$ cat config.mk
export PLATFORM = sky130hd
export DESIGN_NAME = i2c_regslave
export DESIGN_NICKNAME = d
export VERILOG_FILES = /design/src/rtl/i2c_regslave.sv
export SDC_FILE = /design/constraint.sdc
export NUM_CORES = 1
export LEC_CHECK = 0
export ABC_AREA = 0
export CAP_MARGIN = 5
export CORE_MARGIN = 1
export CORE_UTILIZATION = 50
export CTS_CLUSTER_SIZE = 8
export DETAILED_ROUTE_END_ITERATION = 8
export PLACE_DENSITY = 0.82
export SLEW_MARGIN = 5
export SYNTH_ARGS = -nofsm -noshare
export SYNTH_HDL_FRONTEND = slang
export SYNTH_SLANG_ARGS = --single-unit
$ cat constraint.sdc
create_clock -name clk -period 6 [get_ports clk]
set_input_delay 1.5 -clock clk [delete_from_list [all_inputs] [get_ports clk]]
set_output_delay 1.5 -clock clk [all_outputs]
set_load 0.03 [all_outputs]
$ cat src/rtl/i2c_regslave.sv
module i2c_regslave #(
  parameter logic [6:0] DEF_ADDR = 7'h50,
  parameter logic [6:0] ADDR_LO  = 7'h08,
  parameter logic [6:0] ADDR_HI  = 7'h77,
  parameter int         DW       = 8
) (
  input  logic          clk,
  input  logic          rst_n,
  input  logic          scl_i,
  input  logic          sda_i,
  output logic          sda_oe,
  output logic          latch_stb,
  output logic          reset_stb,
  output logic          save_stb,
  output logic          core_wr,
  output logic [DW-1:0] core_addr,
  output logic [DW-1:0] core_wdata,
  input  logic [DW-1:0] core_rdata
);
  localparam logic [DW-1:0] P_STAT  = 8'h00;
  localparam logic [DW-1:0] P_CMD   = 8'h01;
  localparam logic [DW-1:0] P_ERR   = 8'h02;
  localparam logic [DW-1:0] P_ADDR  = 8'h30;
  localparam logic [DW-1:0] E_PARAM = 8'hFE;
  localparam logic [3:0]    BITS    = 4'(DW);

  typedef enum logic [2:0] {S_IDLE, S_ADDR, S_PTR, S_WDAT, S_RDAT, S_SKIP} st_t;

  logic [2:0]    scl_s, sda_s;
  st_t           st, nxt;
  logic [3:0]    cnt;
  logic [DW-1:0] sh, tx, ptr, err, rd_val;
  logic [6:0]    staged, saved, active;
  logic          gc, ready;

  wire scl_rise = scl_s[1] & ~scl_s[2];
  wire scl_fall = ~scl_s[1] & scl_s[2];
  wire bus_start = scl_s[1] & scl_s[2] & sda_s[2] & ~sda_s[1];
  wire bus_stop  = scl_s[1] & scl_s[2] & ~sda_s[2] & sda_s[1];
  wire rx_state  = (st == S_ADDR) || (st == S_PTR) || (st == S_WDAT);
  wire own_hit   = sh[7:1] == active;
  wire gc_hit    = (sh[7:1] == 7'h00) && !sh[0];
  wire in_range  = !sh[7] && (sh[6:0] >= ADDR_LO) && (sh[6:0] <= ADDR_HI);
  wire gc_ok     = (ptr == P_CMD) && ((sh == 8'h27) || (sh == 8'h01));

  assign core_addr  = ptr;
  assign core_wdata = sh;

  always_comb begin
    case (ptr)
      P_STAT:  rd_val = {6'b0, |err, ready};
      P_CMD:   rd_val = '0;
      P_ERR:   rd_val = err;
      P_ADDR:  rd_val = {1'b0, staged};
      default: rd_val = core_rdata;
    endcase
  end

  always_ff @(posedge clk or negedge rst_n) begin
    if (!rst_n) begin
      scl_s <= '1;
      sda_s <= '1;
    end else begin
      scl_s <= {scl_s[1:0], scl_i};
      sda_s <= {sda_s[1:0], sda_i};
    end
  end

  always_ff @(posedge clk or negedge rst_n) begin
    if (!rst_n) begin
      st <= S_IDLE; nxt <= S_IDLE; cnt <= '0; sh <= '0; tx <= '0; ptr <= '0;
      gc <= 1'b0; sda_oe <= 1'b0; err <= '0; ready <= 1'b0;
      staged <= DEF_ADDR; saved <= DEF_ADDR; active <= DEF_ADDR;
      latch_stb <= 1'b0; reset_stb <= 1'b0; save_stb <= 1'b0; core_wr <= 1'b0;
    end else begin
      latch_stb <= 1'b0; reset_stb <= 1'b0; save_stb <= 1'b0; core_wr <= 1'b0;
      ready <= 1'b1;
      if (bus_start) begin
        st <= S_ADDR; cnt <= '0; sda_oe <= 1'b0;
      end else if (bus_stop) begin
        st <= S_IDLE; cnt <= '0; sda_oe <= 1'b0;
      end else begin
        if (scl_rise && rx_state && cnt < BITS) begin
          sh  <= {sh[DW-2:0], sda_s[1]};
          cnt <= cnt + 4'd1;
        end
        if (scl_fall) begin
          if (st == S_RDAT) begin
            if (cnt < BITS) begin
              sda_oe <= ~tx[DW-1];
              tx     <= {tx[DW-2:0], 1'b0};
              cnt    <= cnt + 4'd1;
            end else begin
              sda_oe <= 1'b0;
              st     <= S_SKIP;
            end
          end else if (rx_state && cnt == BITS) begin
            cnt <= BITS + 4'd1;
            case (st)
              S_ADDR: begin
                sda_oe <= own_hit | gc_hit;
                gc     <= gc_hit;
                tx     <= rd_val;
                nxt    <= !(own_hit | gc_hit) ? S_SKIP : (sh[0] ? S_RDAT : S_PTR);
              end
              S_PTR: begin
                sda_oe <= 1'b1;
                ptr    <= sh;
                nxt    <= S_WDAT;
              end
              default: begin
                sda_oe <= 1'b1;
                nxt    <= S_SKIP;
                if (gc && !gc_ok) err <= E_PARAM;
                else case (ptr)
                  P_CMD: case (sh)
                    8'h00: ;
                    8'h01: begin
                      reset_stb <= 1'b1; err <= '0; active <= saved; ready <= 1'b0;
                    end
                    8'h26: begin save_stb <= 1'b1; saved <= staged; end
                    8'h27: latch_stb <= 1'b1;
                    default: err <= E_PARAM;
                  endcase
                  P_ADDR: if (in_range) staged <= sh[6:0]; else err <= E_PARAM;
                  P_STAT, P_ERR: err <= E_PARAM;
                  default: core_wr <= 1'b1;
                endcase
              end
            endcase
          end else if (rx_state && cnt == BITS + 4'd1) begin
            st <= nxt;
            if (nxt == S_RDAT) begin
              sda_oe <= ~tx[DW-1];
              tx     <= {tx[DW-2:0], 1'b0};
              cnt    <= 4'd1;
            end else begin
              sda_oe <= 1'b0;
              cnt    <= '0;
            end
          end
        end
      end
    end
  end
endmodule

==> out/summary.txt <==
OUTCOME
------------------------------------------------------------------------------------
Status                                                                  complete, but fails checks
Violated checks                                                                  DRC

PLACED DESIGN
------------------------------------------------------------------------------------
Worst slack at placement                                                     3.25 ns
Post-detailed-placement half-perimeter wirelength                            5220 um
Port-buffer cells                                                                 32
Gp weighted congestion                                                         0.855
Dpl cell area                                                            0.00379 mm2

TIMING
------------------------------------------------------------------------------------
Slew Limit Fails                                                                   0
Post-Route Skew                                                            0.0135 ns
Unrepaired setup endpoints after global routing                                false
Number of setup violations in the final report                                     0
Tightest Pin Transition                                                      1.02 ns
Smallest setup slack after layout                                            2.86 ns
Number of hold violations in the final report                                      0
Fmax achieved                                                                318 MHz
Headroom to the max-slew limit                                                 0.320
Setup Total Neg Slack                                                           0 ns
Minimum clock period after layout                                            3.14 ns
Final Cycle Share                                                              0.524

RUN
------------------------------------------------------------------------------------
Maxcap violations                                                                  0

SYNTHESIS
------------------------------------------------------------------------------------
Top cells by area, synth                                                sky130_fd_sc_hd__dfrtp_1 (42%), sky130_fd_sc_hd__mux2_2 (12%), sky130_fd_sc_hd__dfstp_2 (9.2%)
Yosys warning total                                                                0
Post-synth EDFFs                                                                   0
Share of Yosys cell area claimed by the top area cell type                     0.416
Gate count after technology mapping                                              321
Post-synthesis async set-or-reset flop share                                    1.00
Yosys cell types                                                                  52
Mapped Avg Cell Area                                                        10.7 um2
Dominant register cell in the synthesized netlist                       sky130_fd_sc_hd__dfrtp_1
Post-synthesis sequential element count                                           69
Netlist area before placement                                            0.00343 mm2
Sequential-to-total area share from yosys stat                                 0.508
Leading post-synthesis cells by instance count                          sky130_fd_sc_hd__dfrtp_1 (57), sky130_fd_sc_hd__mux2_2 (36), sky130_fd_sc_hd__nor2_1 (28)
Net count of the mapped netlist                                                  336
Most frequently used cell type in the post-synthesis netlist            sky130_fd_sc_hd__dfrtp_1
Largest area contributor in the synthesized netlist                     sky130_fd_sc_hd__dfrtp_1

FINAL LAYOUT
------------------------------------------------------------------------------------
Area of combinational cells with multiple inputs                         0.00158 mm2
Fraction of layout instances using a drive strength above 1                    0.206
Area taken by flip-flops and latches                                     0.00174 mm2
Number of antenna diodes                                                           0
Filler cell count                                                                514
Layout Area Growth over Synthesis                                              18.3%
Final layout net count                                                           364
Post-route cell area                                                     0.00406 mm2
Final core utilization                                                         0.625

CLOCK TREE
------------------------------------------------------------------------------------
CTS tree                                                                         yes
Maximum count of clock buffers along a single path                                 2
PostCTS Resize Cnt                                                                 0
Cts bufs inserted                                                                  9
Clock insertion delay at the later pin of the skew report                    0.36 ns
Post-CTS setup-driven buffer insertion count                                       0
H-tree depth                                                                       3
Sinks on the clock net                                                            69
Quantity of hold-fixing buffers added after cts                                    0
Clock transition at path regs                                                0.08 ns
Cell at the root of the clock tree                                      sky130_fd_sc_hd__clkbuf_8

GRT
------------------------------------------------------------------------------------
Met3 demand-to-capacity share in global routing                               0.0593
GR Layer Usage met2                                                            0.353
Number of antenna violations at the first check in global routing                  0
Vias in the first global route                                                  2569
Overall Global Routing Usage                                                   0.233
Overflow after GRT                                                                 0
Layer with the highest usage                                                    met2
GRT met1 Usage                                                                 0.325
Global-route wire length before repair                                      12900 um
Largest net degree at the start of global routing                                 70

FLOORPLANNING
------------------------------------------------------------------------------------
Number of top-level design ports                                                  33
Core Box Area                                                            0.00649 mm2
Die Wd                                                                       84.8 um
Die ar.                                                                  0.00719 mm2
Y dimension of the die                                                       84.8 um
Starting Density                                                               0.528
Num rows                                                                          29

DETAILED ROUTING
------------------------------------------------------------------------------------
Count of vias placed by the detailed router                                     2654
DRC                                                                                2
Number of iterations in the first detailed-routing pass                            7
DR vias/cell                                                                    6.16
Overall routed net length                                                    7680 um
Count of nets left with antenna violations after detail routing                    0
Average routed wire per standard cell                                        17.8 um
DRC violation total after the first TritonRoute iteration                        186

CRITICAL PATH
------------------------------------------------------------------------------------
Count of buffering cells on the critical path with inverters included              1
Critical path data arrival time                                              1.64 ns
Cell with the largest stage delay on the worst path                     sky130_fd_sc_hd__clkdlybuf4s50_1
Kind of end point of the critical path                                    output pin
Setup Crit Path Kind                                                         reg2out
CP Data Required Time                                                        4.50 ns
Crit start category                                                        flip-flop
Crit Path Max Fanout                                                               9
Critical-path cell list                                                 clkdlybuf4s50_1
Biggest cell delay along the critical path                                   0.75 ns
Family of cells with the greatest summed delay on the critical path     buffers and inverters

PWR
------------------------------------------------------------------------------------
Proportion of power drawn by combinational gates                               0.107
Switching power summed over all nets                                      0.000283 W
Switching fraction of total power                                              0.250
Areal power density over the cells                                        279 mW/mm2
Total Power                                                                0.00113 W
Sequential Power Share                                                         0.446
Clock share of power                                                           0.447
Internal                                                                  0.000850 W
Leakage power                                                                1.83 nW
Worst vdd rail ir drop                                                    0.000141 V

MIN PATH
------------------------------------------------------------------------------------
Type of the tightest min-delay check                                         reg2reg

==> worst paths after layout <==
kind / to / cells past startpoint / slack [ns] / start
setup / recovery: core_wdata[4] / 1 / 2.86 / core_wdata[4]$_DFFE_PN0P_
hold reg to reg: sda_s[1]$_DFF_PN1_ / 0 / 0.36 / sda_s[0]$_DFF_PN1_
max in group asynchronous: reset_stb$_DFF_PN0_ / 2 / 4.13 / rst_n
min in group asynchronous: active[3]$_DFFE_PN0P_ / 2 / 1.33 / rst_n
hold / removal: sda_s[1]$_DFF_PN1_ / 0 / 0.36 / sda_s[0]$_DFF_PN1_
setup reg to reg: staged[1]$_DFFE_PN0P_ / 4 / 3.27 / cnt[3]$_DFF_PN0_
==> area by class of cell <==
class / instances / share of cell area
Clock buffer: 9 / 0.0305
Inverter: 11 / 0.0102
Clock inverter: 7 / 0.0361
Sequential cell: 69 / 0.429
Timing Repair Buffer: 34 / 0.0814
Multi-Input combinational cell: 224 / 0.389
Tap cell: 77 / 0.0237
==> cell usage in the layout (no fill, tap or decap), types with 8 or more instances in the layout <==
| master | n |
|---|---|
| sky130_fd_sc_hd__dfrtp_1 | 57 |
| sky130_fd_sc_hd__mux2_2 | 36 |
| sky130_fd_sc_hd__clkdlybuf4s50_1 | 31 |
| sky130_fd_sc_hd__nor2_1 | 28 |
| sky130_fd_sc_hd__nand2_1 | 18 |
| sky130_fd_sc_hd__a21oi_1 | 15 |
| sky130_fd_sc_hd__o21ai_0 | 14 |
| sky130_fd_sc_hd__nand3_1 | 13 |
| sky130_fd_sc_hd__dfstp_2 | 12 |
| sky130_fd_sc_hd__inv_1 | 11 |
| sky130_fd_sc_hd__a31oi_1 | 10 |
| sky130_fd_sc_hd__clkbuf_8 | 9 |
| sky130_fd_sc_hd__xor2_1 | 8 |
==> sequential cells by signal, summed over array words and instances (netlist names), 3 cells and up <==
register	flops
staged	7
core_wdata	8
active	7
cnt	4
core_addr	8
nxt	3
saved	7
sda_s	3
tx	8
st	3
scl_s	3
==> power groups by stage <==
stage / Clock [W] / Sequential (W) / Combinational [W]
floorplan: 0 / 0.000516 / 0.0000667
global placement: 0 / 0.000513 / 0.000118
detailed placement: 0 / 0.000514 / 0.000120
CTS: 0.000513 / 0.000505 / 0.000120
global route: 0.000533 / 0.000508 / 0.000132
finish: 0.000507 / 0.000506 / 0.000121
==> metrics by stage <==
step                      cells  hold slack (ns)
after floorplan             321            0.345
after global placement      415            0.345
after detailed placement    415            0.347
after CTS                   431            0.357
after global routing        431            0.361
final                       431            0.356
==> worst register-to-register path, cell delays in order (launching register included) <==
cell	delay [ns]
sky130_fd_sc_hd__dfrtp_1	0.56
sky130_fd_sc_hd__nor3b_1	0.54
sky130_fd_sc_hd__nand4_1	0.40
sky130_fd_sc_hd__nor4b_4	0.70
sky130_fd_sc_hd__mux2_2	0.42
==> routing by layer <==
metal  vias to the layer above  wire, um
met5                         -         0
met4                         0        99
met3                        10       363
met2                        94      3580
met1                      1319      3630
li1                       1231         -
==> cells by family after synthesis <==
logic type,count (synthesis),synth area share
AOI/OAI and AO/OA,69,0.132
DFF,69,0.508
xor gates and xnor gates,8,0.0204
buffers and inverters,28,0.0321
muxes,40,0.130
and+or+nand+nor,104,0.166
adders and majority gates,3,0.0109
Power figures use the tool's default switching activity.
